## src/rtl/shifter_pkg.sv

```systemverilog
package shifter_pkg;

    typedef enum logic [1:0] {
        KIND_LOGIC  = 2'b00,
        KIND_ARITH  = 2'b01,
        KIND_CIRC   = 2'b10,
        KIND_FUNNEL = 2'b11
    } shift_kind_e;

endpackage

```

## src/rtl/shift_sel_decode.sv

```systemverilog
module shift_sel_decode #(
    parameter int N  = 8,
    parameter int AW = $clog2(N)
) (
    input  logic [AW-1:0] amt,
    output logic [N-1:0]  sel
);

    always_comb begin
        sel = '0;
        for (int i = 0; i < N; i++) begin
            if (amt == AW'(i)) sel[i] = 1'b1;
        end
    end

    always_comb begin
        AST_SEL_ONEHOT: assert ($onehot(sel));
        if (amt == '0) begin
            AST_SEL_ZERO: assert (sel[0]);
        end
    end

endmodule

```

## src/rtl/shift_operand_prep.sv

```systemverilog
module shift_operand_prep
    import shifter_pkg::*;
#(
    parameter int N = 8
) (
    input  logic [N-1:0] a,
    input  logic [N-1:0] b,
    input  shift_kind_e  kind,
    input  logic         dir_left,
    output logic [N-1:0] lo_word,
    output logic [N-1:0] hi_word,
    output logic         flip
);

    logic [N-1:0] a_rev;

    always_comb begin
        for (int i = 0; i < N; i++) a_rev[i] = a[N-1-i];
    end

    always_comb begin
        lo_word = a;
        hi_word = '0;
        flip    = 1'b0;
        unique case (kind)
            KIND_LOGIC: begin
                if (dir_left) begin
                    lo_word = a_rev;
                    flip    = 1'b1;
                end
            end
            KIND_ARITH: begin
                if (dir_left) begin
                    lo_word = a_rev;
                    flip    = 1'b1;
                end else begin
                    hi_word = {N{a[N-1]}};
                end
            end
            KIND_CIRC: begin
                if (dir_left) begin
                    lo_word = a_rev;
                    hi_word = a_rev;
                    flip    = 1'b1;
                end else begin
                    hi_word = a;
                end
            end
            KIND_FUNNEL: begin
                hi_word = b;
            end
            default: begin
                lo_word = a;
            end
        endcase
    end

    always_comb begin
        if (kind == KIND_FUNNEL) begin
            AST_FUNNEL_NO_FLIP: assert (!flip);
        end
    end

endmodule

```

## src/rtl/shift_barrel_array.sv

```systemverilog
module shift_barrel_array #(
    parameter int N = 8
) (
    input  logic [N-1:0] lo_word,
    input  logic [N-1:0] hi_word,
    input  logic [N-1:0] sel,
    output logic [N-1:0] win
);

    localparam int EW = 2 * N;

    logic [EW-1:0] ext;
    logic [N-1:0]  lane [N];

    assign ext = {hi_word, lo_word};

    for (genvar k = 0; k < N; k++) begin : g_lane
        assign lane[k] = ext[k +: N] & {N{sel[k]}};
    end

    always_comb begin
        win = '0;
        for (int k = 0; k < N; k++) win = win | lane[k];
    end

    always_comb begin
        if (sel[0]) begin
            AST_PASS_LOW: assert (win == lo_word);
        end
        if (sel[N-1]) begin
            AST_TOP_LANE: assert (win[0] == lo_word[N-1]);
        end
    end

endmodule

```

## src/rtl/shifter_top.sv

```systemverilog
module shifter_top
    import shifter_pkg::*;
#(
    parameter int N = 8
) (
    input  logic [N-1:0]         data_a,
    input  logic [N-1:0]         data_b,
    input  logic [$clog2(N)-1:0] shamt,
    input  logic                 dir_left,
    input  logic [1:0]           kind,
    output logic [N-1:0]         data_y
);

    localparam int AW = $clog2(N);

    shift_kind_e  kind_e;
    logic [N-1:0] sel;
    logic [N-1:0] lo_word;
    logic [N-1:0] hi_word;
    logic         flip;
    logic [N-1:0] win;

    assign kind_e = shift_kind_e'(kind);

    shift_sel_decode #(.N(N), .AW(AW)) u_dec (
        .amt (shamt),
        .sel (sel)
    );

    shift_operand_prep #(.N(N)) u_prep (
        .a        (data_a),
        .b        (data_b),
        .kind     (kind_e),
        .dir_left (dir_left),
        .lo_word  (lo_word),
        .hi_word  (hi_word),
        .flip     (flip)
    );

    shift_barrel_array #(.N(N)) u_bar (
        .lo_word (lo_word),
        .hi_word (hi_word),
        .sel     (sel),
        .win     (win)
    );

    always_comb begin
        if (flip) begin
            for (int i = 0; i < N; i++) data_y[i] = win[N-1-i];
        end else begin
            data_y = win;
        end
    end

    always_comb begin
        if (shamt == '0) begin
            AST_ZERO_IDENT: assert (data_y == data_a);
        end
        if (kind_e == KIND_ARITH && !dir_left) begin
            AST_SIGN_KEPT: assert (data_y[N-1] == data_a[N-1]);
        end
        if ((kind_e == KIND_LOGIC || kind_e == KIND_ARITH) && dir_left && shamt != '0) begin
            AST_LEFT_LOW_ZERO: assert (data_y[0] == 1'b0);
        end
        if (kind_e == KIND_LOGIC && !dir_left && shamt != '0) begin
            AST_RIGHT_TOP_ZERO: assert (data_y[N-1] == 1'b0);
        end
        if (kind_e == KIND_CIRC) begin
            AST_ROT_KEEPS_ONES: assert ($countones(data_y) == $countones(data_a));
        end
    end

endmodule

```

## config.mk

```make
export PLATFORM = sky130hd
export DESIGN_NAME = shifter_top
export DESIGN_NICKNAME = d
export VERILOG_FILES = /design/src/rtl/shifter_pkg.sv /design/src/rtl/shift_sel_decode.sv /design/src/rtl/shift_operand_prep.sv /design/src/rtl/shift_barrel_array.sv /design/src/rtl/shifter_top.sv
export SDC_FILE = /design/constraint.sdc
export NUM_CORES = 1
export LEC_CHECK = 0
export ABC_AREA = 1
export BUFFER_PORTS_ARGS = -buffer_cell sky130_fd_sc_hd__buf_2
export CELL_PAD_IN_SITES_DETAIL_PLACEMENT = 1
export CELL_PAD_IN_SITES_GLOBAL_PLACEMENT = 1
export CORE_MARGIN = 3
export CORE_UTILIZATION = 34
export DETAILED_ROUTE_END_ITERATION = 6
export GPL_TIMING_DRIVEN = 0
export PLACE_DENSITY_LB_ADDON = 0.1
export SLEW_MARGIN = 20
export SYNTH_ARGS = -nofsm -noshare
export SYNTH_HDL_FRONTEND = slang
export SYNTH_HIERARCHICAL = 1
export SYNTH_SLANG_ARGS = --single-unit
```

## constraint.sdc

```tcl
create_clock -name vclk -period 2.1
set_input_delay 0.42 -clock vclk [all_inputs]
set_output_delay 0.42 -clock vclk [all_outputs]
set_load 0.01 [all_outputs]
```

== Yosys cells after proc, flatten, opt, wreduce, memory -nomap -nowiden ==
Index checks and enable logic that the tools add are counted.
Word-level totals
  register bits after elaboration: 0
  input port bits: 22
Operators by class
  eq/ne operators: 10
  multiplexer cells: 15
  bitwise gates (word level): 15
  reduce and logical (&&, ||, !) cells: 3
Operator list (count)
  $and 8x8->8: 8
  $or 8x8->8: 7
  $mux 8: 3
  $pmux 7 s3: 1
  $eq 3x3->1 const B: 4
  $mux 1: 10
  $mux 7: 1
  $eq 3x2->1 const B: 2
  $eq 2x2->1 const B: 2
  $eq 3x1->1 const B: 1
  $logic_not 3->1: 1
  $reduce_or 3->1: 1
  $eq 2x1->1 const B: 1
  $logic_not 2->1: 1

== Logic depth before layout (Yosys ltp) ==
Gate-level depths: netlist (run 1).
  depth in word-level cells: 12
  gate-level depth with buffers: 12

== Cells and area by module ==
The synthesis (run 1) kept the hierarchy.
Modules (own cells, without submodules)
  shift_barrel_array: instances 1, cells an instance 129, area each 551.8 µm², sequential area each 0.0 µm²
  shift_operand_prep: instances 1, cells an instance 84, area each 400.4 µm², sequential area each 0.0 µm²
  shifter_top: instances 1, cells an instance 26, area each 105.1 µm², sequential area each 0.0 µm²
  shift_sel_decode: instances 1, cells an instance 15, area each 56.3 µm², sequential area each 0.0 µm²

== Worst setup path before layout (run 1) ==
OpenSTA, ideal clock, no wires.
  path type: input to output
  start point: input dir_left
  end point: output data_y[3]
  arrival time: 1397 ps
  setup slack: 283 ps
  stages on the path: 12
  buffers on the path: 1
  cells stage by stage: buf_6 > inv_4 > nand2_1 > inv_1 > nand2_4 > nand3_1 > nand2_1 > nand2_1 > nor2_1 > nand2_1 > nand2_1 > nand2_1
On the way
  elaborated cells on any way between the ends: 22
RTL lines
  from (decl): RTL line shifter_top.sv:9  | input logic dir_left,
  $mux 8 or $mux 7 (tied branches): RTL line shift_operand_prep.sv:27, shift_operand_prep.sv:33, shift_operand_prep.sv:41
  $pmux 7 s3 (*): RTL line shift_operand_prep.sv:25  | unique case (kind)
  net hi_word[0]: RTL line shifter_top.sv:19  | logic [N-1:0] hi_word;
  $and 8x8->8 (*): RTL line shift_barrel_array.sv:18  | assign lane[k] = ext[k +: N] & {N{sel[k]}};
  $or 8x8->8 (*) (4 in a row): RTL line shift_barrel_array.sv:23  | for (int k = 0; k < N; k++) win = win | lane[k];
  net win[4]: RTL line shifter_top.sv:21  | logic [N-1:0] win;
  $mux 8 (*): RTL line shifter_top.sv:48  | if (flip) begin
  to (decl): RTL line shifter_top.sv:11  | output logic [N-1:0] data_y
The timed path passes the listed nets; every way through them passes the cells marked *.

== Final worst setup path (run 1) ==
  start point: input dir_left
  end point: output data_y[0]
On the way
  cells in the longest elaborated chain, start to end: 11
  elaborated cells on any way between the ends: 22
RTL lines (RTL line)
  $mux 8 or $mux 7 (tied branches): shift_operand_prep.sv:27, shift_operand_prep.sv:33, shift_operand_prep.sv:41
  $pmux 7 s3 (*): shift_operand_prep.sv:25
  net hi_word[0]: shifter_top.sv:19
  $and 8x8->8 (*): shift_barrel_array.sv:18
  $or 8x8->8 (*) (7 in a row): shift_barrel_array.sv:23
  net win[7]: shifter_top.sv:21
  $mux 8 (*): shifter_top.sv:48
Marks and branches as above.

==> results.py, run 1 <==
metrics = {
    "run_status": {
        "status": "completed",
    },
    "detailed_routing": {
        "vias_per_cell": 4.767,
        "drc": 0,
        "drtPass1Iterations": 5,
        "routedWlPerCell_um": 12.59,
        "first_iter_violations": 48,
        "drt_wl_total_um": 4054,
        "num_vias": 1535,
        "ant_nets": 0,
    },
    "worst_setup_path": {
        "crit_arrival_ns": 1.63,
        "worstSetupPathType": "input pin to primary output",
        "max_stage_delay_ns": 0.13,
        "crit_path_top_delay_cell": "buf_2",
        "cpLargestDelayFamily": "simple AND/OR/NAND/NOR gates",
        "end_kind": "primary output",
        "crit_chain": "buf_8, inv_4, nand2_1, inv_2, nand2_8, nand3_4, nand2_1, nand2_1, nor2_1, nand2_1, nand2_1, nand2_1, buf_2",
        "path_common_cell": "nand2_1",
        "startpoint_type": "input pin",
        "crit_buf_inv": 4,
        "worstPathMaxFanout": 10,
        "cp.required_ns": 1.68,
    },
    "cells_and_area": {
        "seq_area_sq_um": 0,
        "fin_nets": 304,
        "n_antenna_cell": 0,
        "drive_gt1_frac": 0.2714,
        "final_cell_area_sq_um": 1466,
        "nClkBuffers": 0,
        "stdcell_count": 322,
        "n_sequential_cell": 0,
        "syn_to_final_growth_pct": 33.64,
    },
    "logic_synthesis": {
        "yosysWarnings": 6,
        "synth_cells": 250,
        "syn-cell-area_sq_um": 1097,
        "syn_nets": 272,
        "avgSynthCellArea_sq_um": 4.389,
    },
    "job": {
        "drv_cap": 0,
    },
    "placement": {
        "hpwlAfterDp_um": 2972,
        "place_ws_ns": -0.06539,
        "place_congestion": 0.8291,
        "dpl.cell_count": 320,
        "dpl_cell_area_sq_um": 1290,
        "port_buffers": 28,
    },
    "sta": {
        "tightest_slew_ns": 0.1611,
        "fin_crit_sh": 0.9783,
        "setup_viol": 0,
        "relSlewSlack": 0.8918,
        "period_needed_ns": 2.054,
        "setup_ws_ns": 0.04561,
        "finalHoldViolCount": 0,
        "timing.final.max_slew_violations": 0,
        "max_freq_mhz": 486.8,
    },
    "global_route": {
        "antenna_found_initial": 0,
        "grt_max_degree": 11,
        "grt.total_usage": 0.1897,
        "grt_util_met2": 0.3395,
        "gr-usage-met1": 0.2618,
        "grt-ovfl-total": 0,
        "grt_use_met3": 0.007194,
        "grt_pass1_vias": 1489,
        "gr-max-usage-layer": "met2",
        "grt_first_pass_wirelength_um": 6396,
    },
    "floorplanning": {
        "dieWidth_um": 62.81,
        "row_count": 19,
        "io_pins": 30,
        "die_area_sq_um": 3945,
        "chipHeight_um": 62.81,
        "fp.coreArea_sq_um": 2924,
        "initial_core_util": 0.3753,
    },
    "power": {
        "leakage_nw": 0.9344,
        "powerDensity_nw_per_um2": 230.8,
        "peakVddDrop_mv": 0.1126,
    },
    "worst_hold_path": {
        "min_path_type": "input pin to primary output",
    },
}
-- final cells by class --
| class | count | area [sq um] |
|---|---|---|
| tap | 42 | 52.55 |
| timing repair buffer | 30 | 185.2 |
| multi-input combinational | 228 | 1033 |
| buffer | 12 | 147.6 |
| fill | 454 | 1458 |
| inverter | 10 | 47.55 |
-- final timing paths --
| check | start | to | slack (ns) | cells past startpoint |
|---|---|---|---|---|
| worst max-delay path | dir_left | data_y[0] | 0.05 | 13 |
| worst min-delay path | dir_left | data_y[4] | 1.43 | 7 |
-- metrics by stage --
stage	hold WS (ns)	util	setup TNS [ns]	power, mW
CTS	1.448	0.4506	0	0.3011
detailed placement	1.448	0.4412	-0.3680	0.2946
finish	1.425	0.5015	0	0.3384
floorplan	1.239	-	0	0.1978
global placement	1.440	0.4412	-0.1739	0.2866
global route	1.476	0.5015	-0.1674	0.3795
-- placed cells by master, fill, tap and decap left out, drive strengths merged --
cell,count
buf,41
clkbuf,1
inv,10
nand2,194
nand3,7
nor2,26
o21ai,1
-- metal layers --
layer	part of all wire	vias up	wire length [um]
met1	0.48	706	1952
met3	0.015	4	59
met5	0	-	0
met2	0.50	24	2009
met4	0.0079	0	32
li1	-	801	-
-- power breakdown --
| group | internal, mW | switching [mW] |
|---|---|---|
| sequential | 0 | 0 |
| clock | 0 | 0 |
| combinational | 0.130 | 0.208 |
-- what timing repair did --
item | CTS | global route
hold buffers | 0 | 0
setup buffers | 1 | 0
gates resized for setup | 5 | 33
pin swaps | 1 | 20
gates cloned | 0 | 1
setup endpoints to repair | 8 | 8
Power figures use the tool's default switching activity.
==> inputs of run 2 (changes only) <==
Settings changed: CELL_PAD_IN_SITES_DETAIL_PLACEMENT 1 to 0.
==> run 2 against run 1 <==
- cell area grew 2.7%
- largest power group unchanged
- sequential share of layout area is the same
- worst hold slack lost 0.020 ns
- global-route usage shrank 3.8 points
- highest routed layer unchanged
- utilization grew 1.4 points
- critical endpoint is now data_y[2]
==> results.py, run 2 (synthesized netlist as in run 1, its figures left out) <==
metrics = {
    "detailed_routing": {
        "highest_layer": "met4",
        "met3_length_um": 79,
        "drc": 0,
        "drtPass1Iterations": 4,
        "num_vias": 1439,
        "drt_wl_total_um": 3197,
        "vias_per_cell": 4.441,
        "routedWlPerCell_um": 9.867,
        "wl_met1_um": 1645,
        "wl_met2_um": 1457,
        "first_iter_violations": 61,
        "ant_nets": 0,
    },
    "placement": {
        "port_buffers": 28,
        "hpwlAfterDp_um": 2434,
        "place_congestion": 0.8291,
    },
    "sta": {
        "tightest_slew_ns": 0.2248,
        "relSlewSlack": 0.8500,
        "whs_ns": 1.405,
        "max_freq_mhz": 497.9,
        "setup_viol": 0,
        "fin_crit_sh": 0.9564,
        "timing.final.max_slew_violations": 0,
        "finalHoldViolCount": 0,
        "period_needed_ns": 2.008,
        "rsz0062_at_grt": "yes",
    },
    "power": {
        "switching_share": 0.6041,
        "powerDensity_nw_per_um2": 223.7,
        "seq_power_share": 0,
        "combinationalPowerShare": 1.000,
        "pwr-share-clk": 0,
        "p_sw_mw": 0.2036,
        "leakage_nw": 0.9510,
        "p_int_mw": 0.1334,
        "peakVddDrop_mv": 0.1092,
        "power_mw": 0.3370,
    },
    "global_route": {
        "grt_max_degree": 11,
        "grt-ovfl-total": 0,
        "grt.total_usage": 0.1516,
        "grt_pass1_vias": 1148,
        "antenna_found_initial": 0,
        "grt_first_pass_wirelength_um": 5154,
    },
    "worst_setup_path": {
        "startpoint_type": "input pin",
        "worstSetupPathType": "input pin to primary output",
        "crit_buf_inv": 4,
        "crit_path_top_delay_cell": "buf_4",
        "path_common_cell": "nand2_1",
        "max_stage_delay_ns": 0.15,
        "cpLargestDelayFamily": "simple AND/OR/NAND/NOR gates",
        "crit_chain": "buf_4, nand2_8, inv_6, buf_12, nand2_4, nand3_4, nand2_1, nand2_1, nor2_2, nand2_1, nand2_1, nand2_1, buf_2",
        "crit_arrival_ns": 1.59,
        "worstPathMaxFanout": 10,
        "cp.required_ns": 1.68,
        "end_kind": "primary output",
    },
    "cells_and_area": {
        "drive_gt1_frac": 0.3262,
        "final_common_cell": "nand2_1",
        "seq_area_sq_um": 0,
        "nClkBuffers": 0,
        "n_sequential_cell": 0,
        "n_antenna_cell": 0,
        "layout_common_cells": "nand2_1, buf_2, nand2_2, nor2_1, buf_6",
        "syn_to_final_growth_pct": 37.29,
        "n_fill_cell": 333,
        "fin_nets": 306,
    },
    "floorplanning": {
        "initial_core_util": 0.3753,
        "die_area_sq_um": 3945,
        "row_count": 19,
        "dieWidth_um": 62.81,
        "io_pins": 30,
        "chipHeight_um": 62.81,
        "fp.coreArea_sq_um": 2924,
    },
    "job": {
        "drv_cap": 0,
    },
    "run_status": {
        "status": "completed",
    },
    "clock_tree": {
        "cts.hold.buffers_added": 0,
    },
    "worst_hold_path": {
        "min_path_type": "input pin to primary output",
    },
}
[run 2: cell type report]
type / instances / area [sq um] / share of cell area
Multi-Input combinational cell: 228 / 1084 / 0.7193
Inverter: 10 / 45.04 / 0.02990
Timing Repair Buffer: 32 / 172.7 / 0.1146
Tap cell: 42 / 52.55 / 0.03488
Buffer: 12 / 152.6 / 0.1013
[run 2: what timing repair did]
action                     4_1_cts  5_1_grt
gates cloned                     0        0
resized for setup                3       49
setup endpoints to repair        8        8
pin swaps                        0       35
buffers inserted                 0        4
[run 2: power groups by stage]
stage	registers, mW	clock network (mW)	logic (mW)
6_report	0	0	0.337
5_1_grt	0	0	0.381
4_1_cts	0	0	0.289
3_5_place_dp	0	0	0.286
3_3_place_gp	0	0	0.287
2_1_floorplan	0	0	0.198
[run 2: worst paths after layout]
| kind | cells past startpoint | start | to |
|---|---|---|---|
| min | 7 | dir_left | data_y[0] |
| max | 13 | kind[0] | data_y[2] |
[run 2: stage by stage]
| stage | setup WS, ns | util | setup TNS (ns) | cell area (sq um) | cells |
|---|---|---|---|---|---|
| detailed placement | -0.02468 | 0.4412 | -0.05884 | 1290 | 320 |
| global placement | -0.04730 | 0.4412 | -0.1739 | 1290 | 320 |
| CTS | 0.02295 | 0.4446 | 0 | 1300 | 320 |
| global route | -0.03667 | 0.5152 | -0.08755 | 1506 | 324 |
| finish | 0.09155 | 0.5152 | 0 | 1506 | 324 |
| floorplan | 0.3132 | - | 0 | 1097 | 250 |
[run 2: layer usage]
| layer | vias up | global-route usage |
|---|---|---|
| li1 | 807 | - |
| met1 | 604 | 0.2265 |
| met2 | 26 | 0.2517 |
| met3 | 2 | 0.005396 |
| met4 | 0 | 0.005510 |
| met5 | - | 0 |
==> inputs of run 3 (changes only) <==
--- a/config.mk
+++ b/config.mk
@@ -10,5 +10,4 @@
 export CELL_PAD_IN_SITES_DETAIL_PLACEMENT = 0
 export CELL_PAD_IN_SITES_GLOBAL_PLACEMENT = 1
-export CORE_MARGIN = 3
 export CORE_UTILIZATION = 34
 export DETAILED_ROUTE_END_ITERATION = 6
@@ -20,2 +19,3 @@
 export SYNTH_HIERARCHICAL = 1
 export SYNTH_SLANG_ARGS = --single-unit
+export TNS_END_PERCENT = 20
==> constraint.sdc (replaced) <==
create_clock -name vclk -period 2.1
set_input_delay 0.315 -clock vclk [all_inputs]
set_output_delay 0.315 -clock vclk [all_outputs]
set_load 0.01 [all_outputs]
==> run 3 against run 2 <==
- cell area fell by 14%
- count of clock-buffer cells in the layout unchanged
- cell count shrank 0.62%
- power down 14%
- global-route usage up 4.3 points
- non-clock buffer count down 4
- maximum frequency rose by 4.1%
- combinational power is 14% lower
- routed wire length is 2.8% lower
- critical endpoint unchanged
- critical path depth did not move
- die area is 12% lower
- utilization shrank 8.9 points
==> results.py, run 3 (synthesized netlist as in run 1, its figures left out) <==
metrics = {
    "clock_tree": {
        "cts.hold.buffers_added": 0,
        "cts_setup_buffers": 0,
        "cts.repair.resized": 0,
    },
    "floorplanning": {
        "chipHeight_um": 58.81,
        "fp.coreArea_sq_um": 3053,
        "row_count": 20,
        "initial_core_util": 0.3594,
        "dieWidth_um": 58.81,
        "io_pins": 30,
        "die_area_sq_um": 3459,
    },
    "worst_hold_path": {
        "hold_end": "data_y[3]",
        "min_path_type": "input pin to primary output",
        "worstHoldPathCells": 7,
        "min_from": "dir_left",
    },
    "cells_and_area": {
        "stdcell_count": 322,
        "final_common_cell": "nand2_1",
        "seq_area_sq_um": 0,
        "nClkBuffers": 0,
        "n_antenna_cell": 0,
        "fin_nets": 302,
        "n_sequential_cell": 0,
        "final_cell_area_sq_um": 1303,
        "layout_common_cells": "nand2_1, buf_2, nor2_1, buf_6, inv_1",
        "syn_to_final_growth_pct": 18.70,
        "drive_gt1_frac": 0.2014,
    },
    "worst_setup_path": {
        "crit_arrival_ns": 1.61,
        "crit_chain": "buf_2, nand2_4, inv_6, buf_12, nand2_1, nand2_1, nand2_1, nand2_1, nor2_1, nand2_1, nand2_1, nand2_1, buf_2",
        "end_kind": "primary output",
        "worstPathMaxFanout": 10,
        "crit_path_top_delay_cell": "nand2_1",
        "cpLargestDelayFamily": "simple AND/OR/NAND/NOR gates",
        "cp.required_ns": 1.78,
        "path_common_cell": "nand2_1",
        "startpoint_type": "input pin",
        "worstSetupPathType": "input pin to primary output",
        "crit_buf_inv": 4,
        "max_stage_delay_ns": 0.15,
    },
    "sta": {
        "tightest_slew_ns": 0.2494,
        "whs_ns": 1.230,
        "setup_tns_ns": 0,
        "max_freq_mhz": 518.5,
        "relSlewSlack": 0.8336,
        "timing.final.max_slew_violations": 0,
        "period_needed_ns": 1.929,
        "rsz0062_at_grt": "no",
        "finalHoldViolCount": 0,
        "setup_viol": 0,
        "fin_crit_sh": 0.9184,
    },
    "global_route": {
        "antenna_found_initial": 0,
        "grt.total_usage": 0.1946,
        "grt_first_pass_wirelength_um": 5368,
        "grt_max_degree": 11,
        "grt-ovfl-total": 0,
        "grt_pass1_vias": 1163,
    },
    "detailed_routing": {
        "drc": 0,
        "num_vias": 1419,
        "first_iter_violations": 80,
        "ant_nets": 0,
        "drtPass1Iterations": 4,
        "routedWlPerCell_um": 9.649,
        "wl_met1_um": 1576,
        "wl_met2_um": 1402,
        "met3_length_um": 129,
        "drt_wl_total_um": 3107,
        "highest_layer": "met3",
        "vias_per_cell": 4.407,
    },
    "placement": {
        "port_buffers": 28,
        "place_congestion": 0.8237,
        "dpl.cell_count": 322,
        "hpwlAfterDp_um": 2425,
        "dpl_cell_area_sq_um": 1292,
    },
    "power": {
        "leakage_nw": 0.8982,
        "peakVddDrop_mv": 0.1008,
        "powerDensity_nw_per_um2": 222.3,
        "power_mw": 0.2896,
    },
    "run_status": {
        "status": "completed",
    },
    "job": {
        "drv_cap": 0,
    },
}
-- run 3: cell types whose count changed in the layout (fill, tap and decap cells not counted), sizes merged --
cell / change
buf: -4
-- run 3: worst max path at each step --
stage | start | endpoint | slack (ns) | cells after the start
6_report | kind[1] | data_y[2] | 0.17 | 13
5_1_grt | dir_left | data_y[5] | 0.003 | 13
4_1_cts | kind[1] | data_y[2] | 0.16 | 13
3_5_place_dp | dir_left | data_y[3] | 0.17 | 13
3_3_place_gp | kind[1] | data_y[2] | 0.16 | 13
2_1_floorplan | dir_left | data_y[3] | 0.52 | 12
-- run 3: final cells by class --
cell class | instances | area (sq um)
timing repair buffer | 28 | 140.1
tap | 44 | 55.05
inverter | 10 | 45.04
buffer | 12 | 143.9
fill | 363 | 1750
multi-input combinational | 228 | 918.4
-- run 3: per-layer routing --
layer  GRT usage  vias up
met1      0.3175      587
met3           0        0
li1            -      797
met2      0.3003       35
met4           0        0
met5           0        -
-- run 3: metrics by stage --
| step | util | setup WS [ns] |
|---|---|---|
| 3_5_place_dp | 0.4234 | 0.1669 |
| 2_1_floorplan | - | 0.5232 |
| 3_3_place_gp | 0.4234 | 0.1552 |
| 4_1_cts | 0.4234 | 0.1615 |
| 5_1_grt | 0.4266 | 0.002666 |
| 6_report | 0.4266 | 0.1715 |
-- run 3: power by group --
| part | internal, mW | switching (mW) | total [mW] |
|---|---|---|---|
| clock | 0 | 0 | 0 |
| sequential | 0 | 0 | 0 |
| combinational | 0.110 | 0.180 | 0.290 |
-- run 3: tightest hold or removal path, delay by kind of cell --
family                 cells  cell delay, ns
AND/OR/NAND/NOR            3            0.17
buffers and inverters      4            0.43
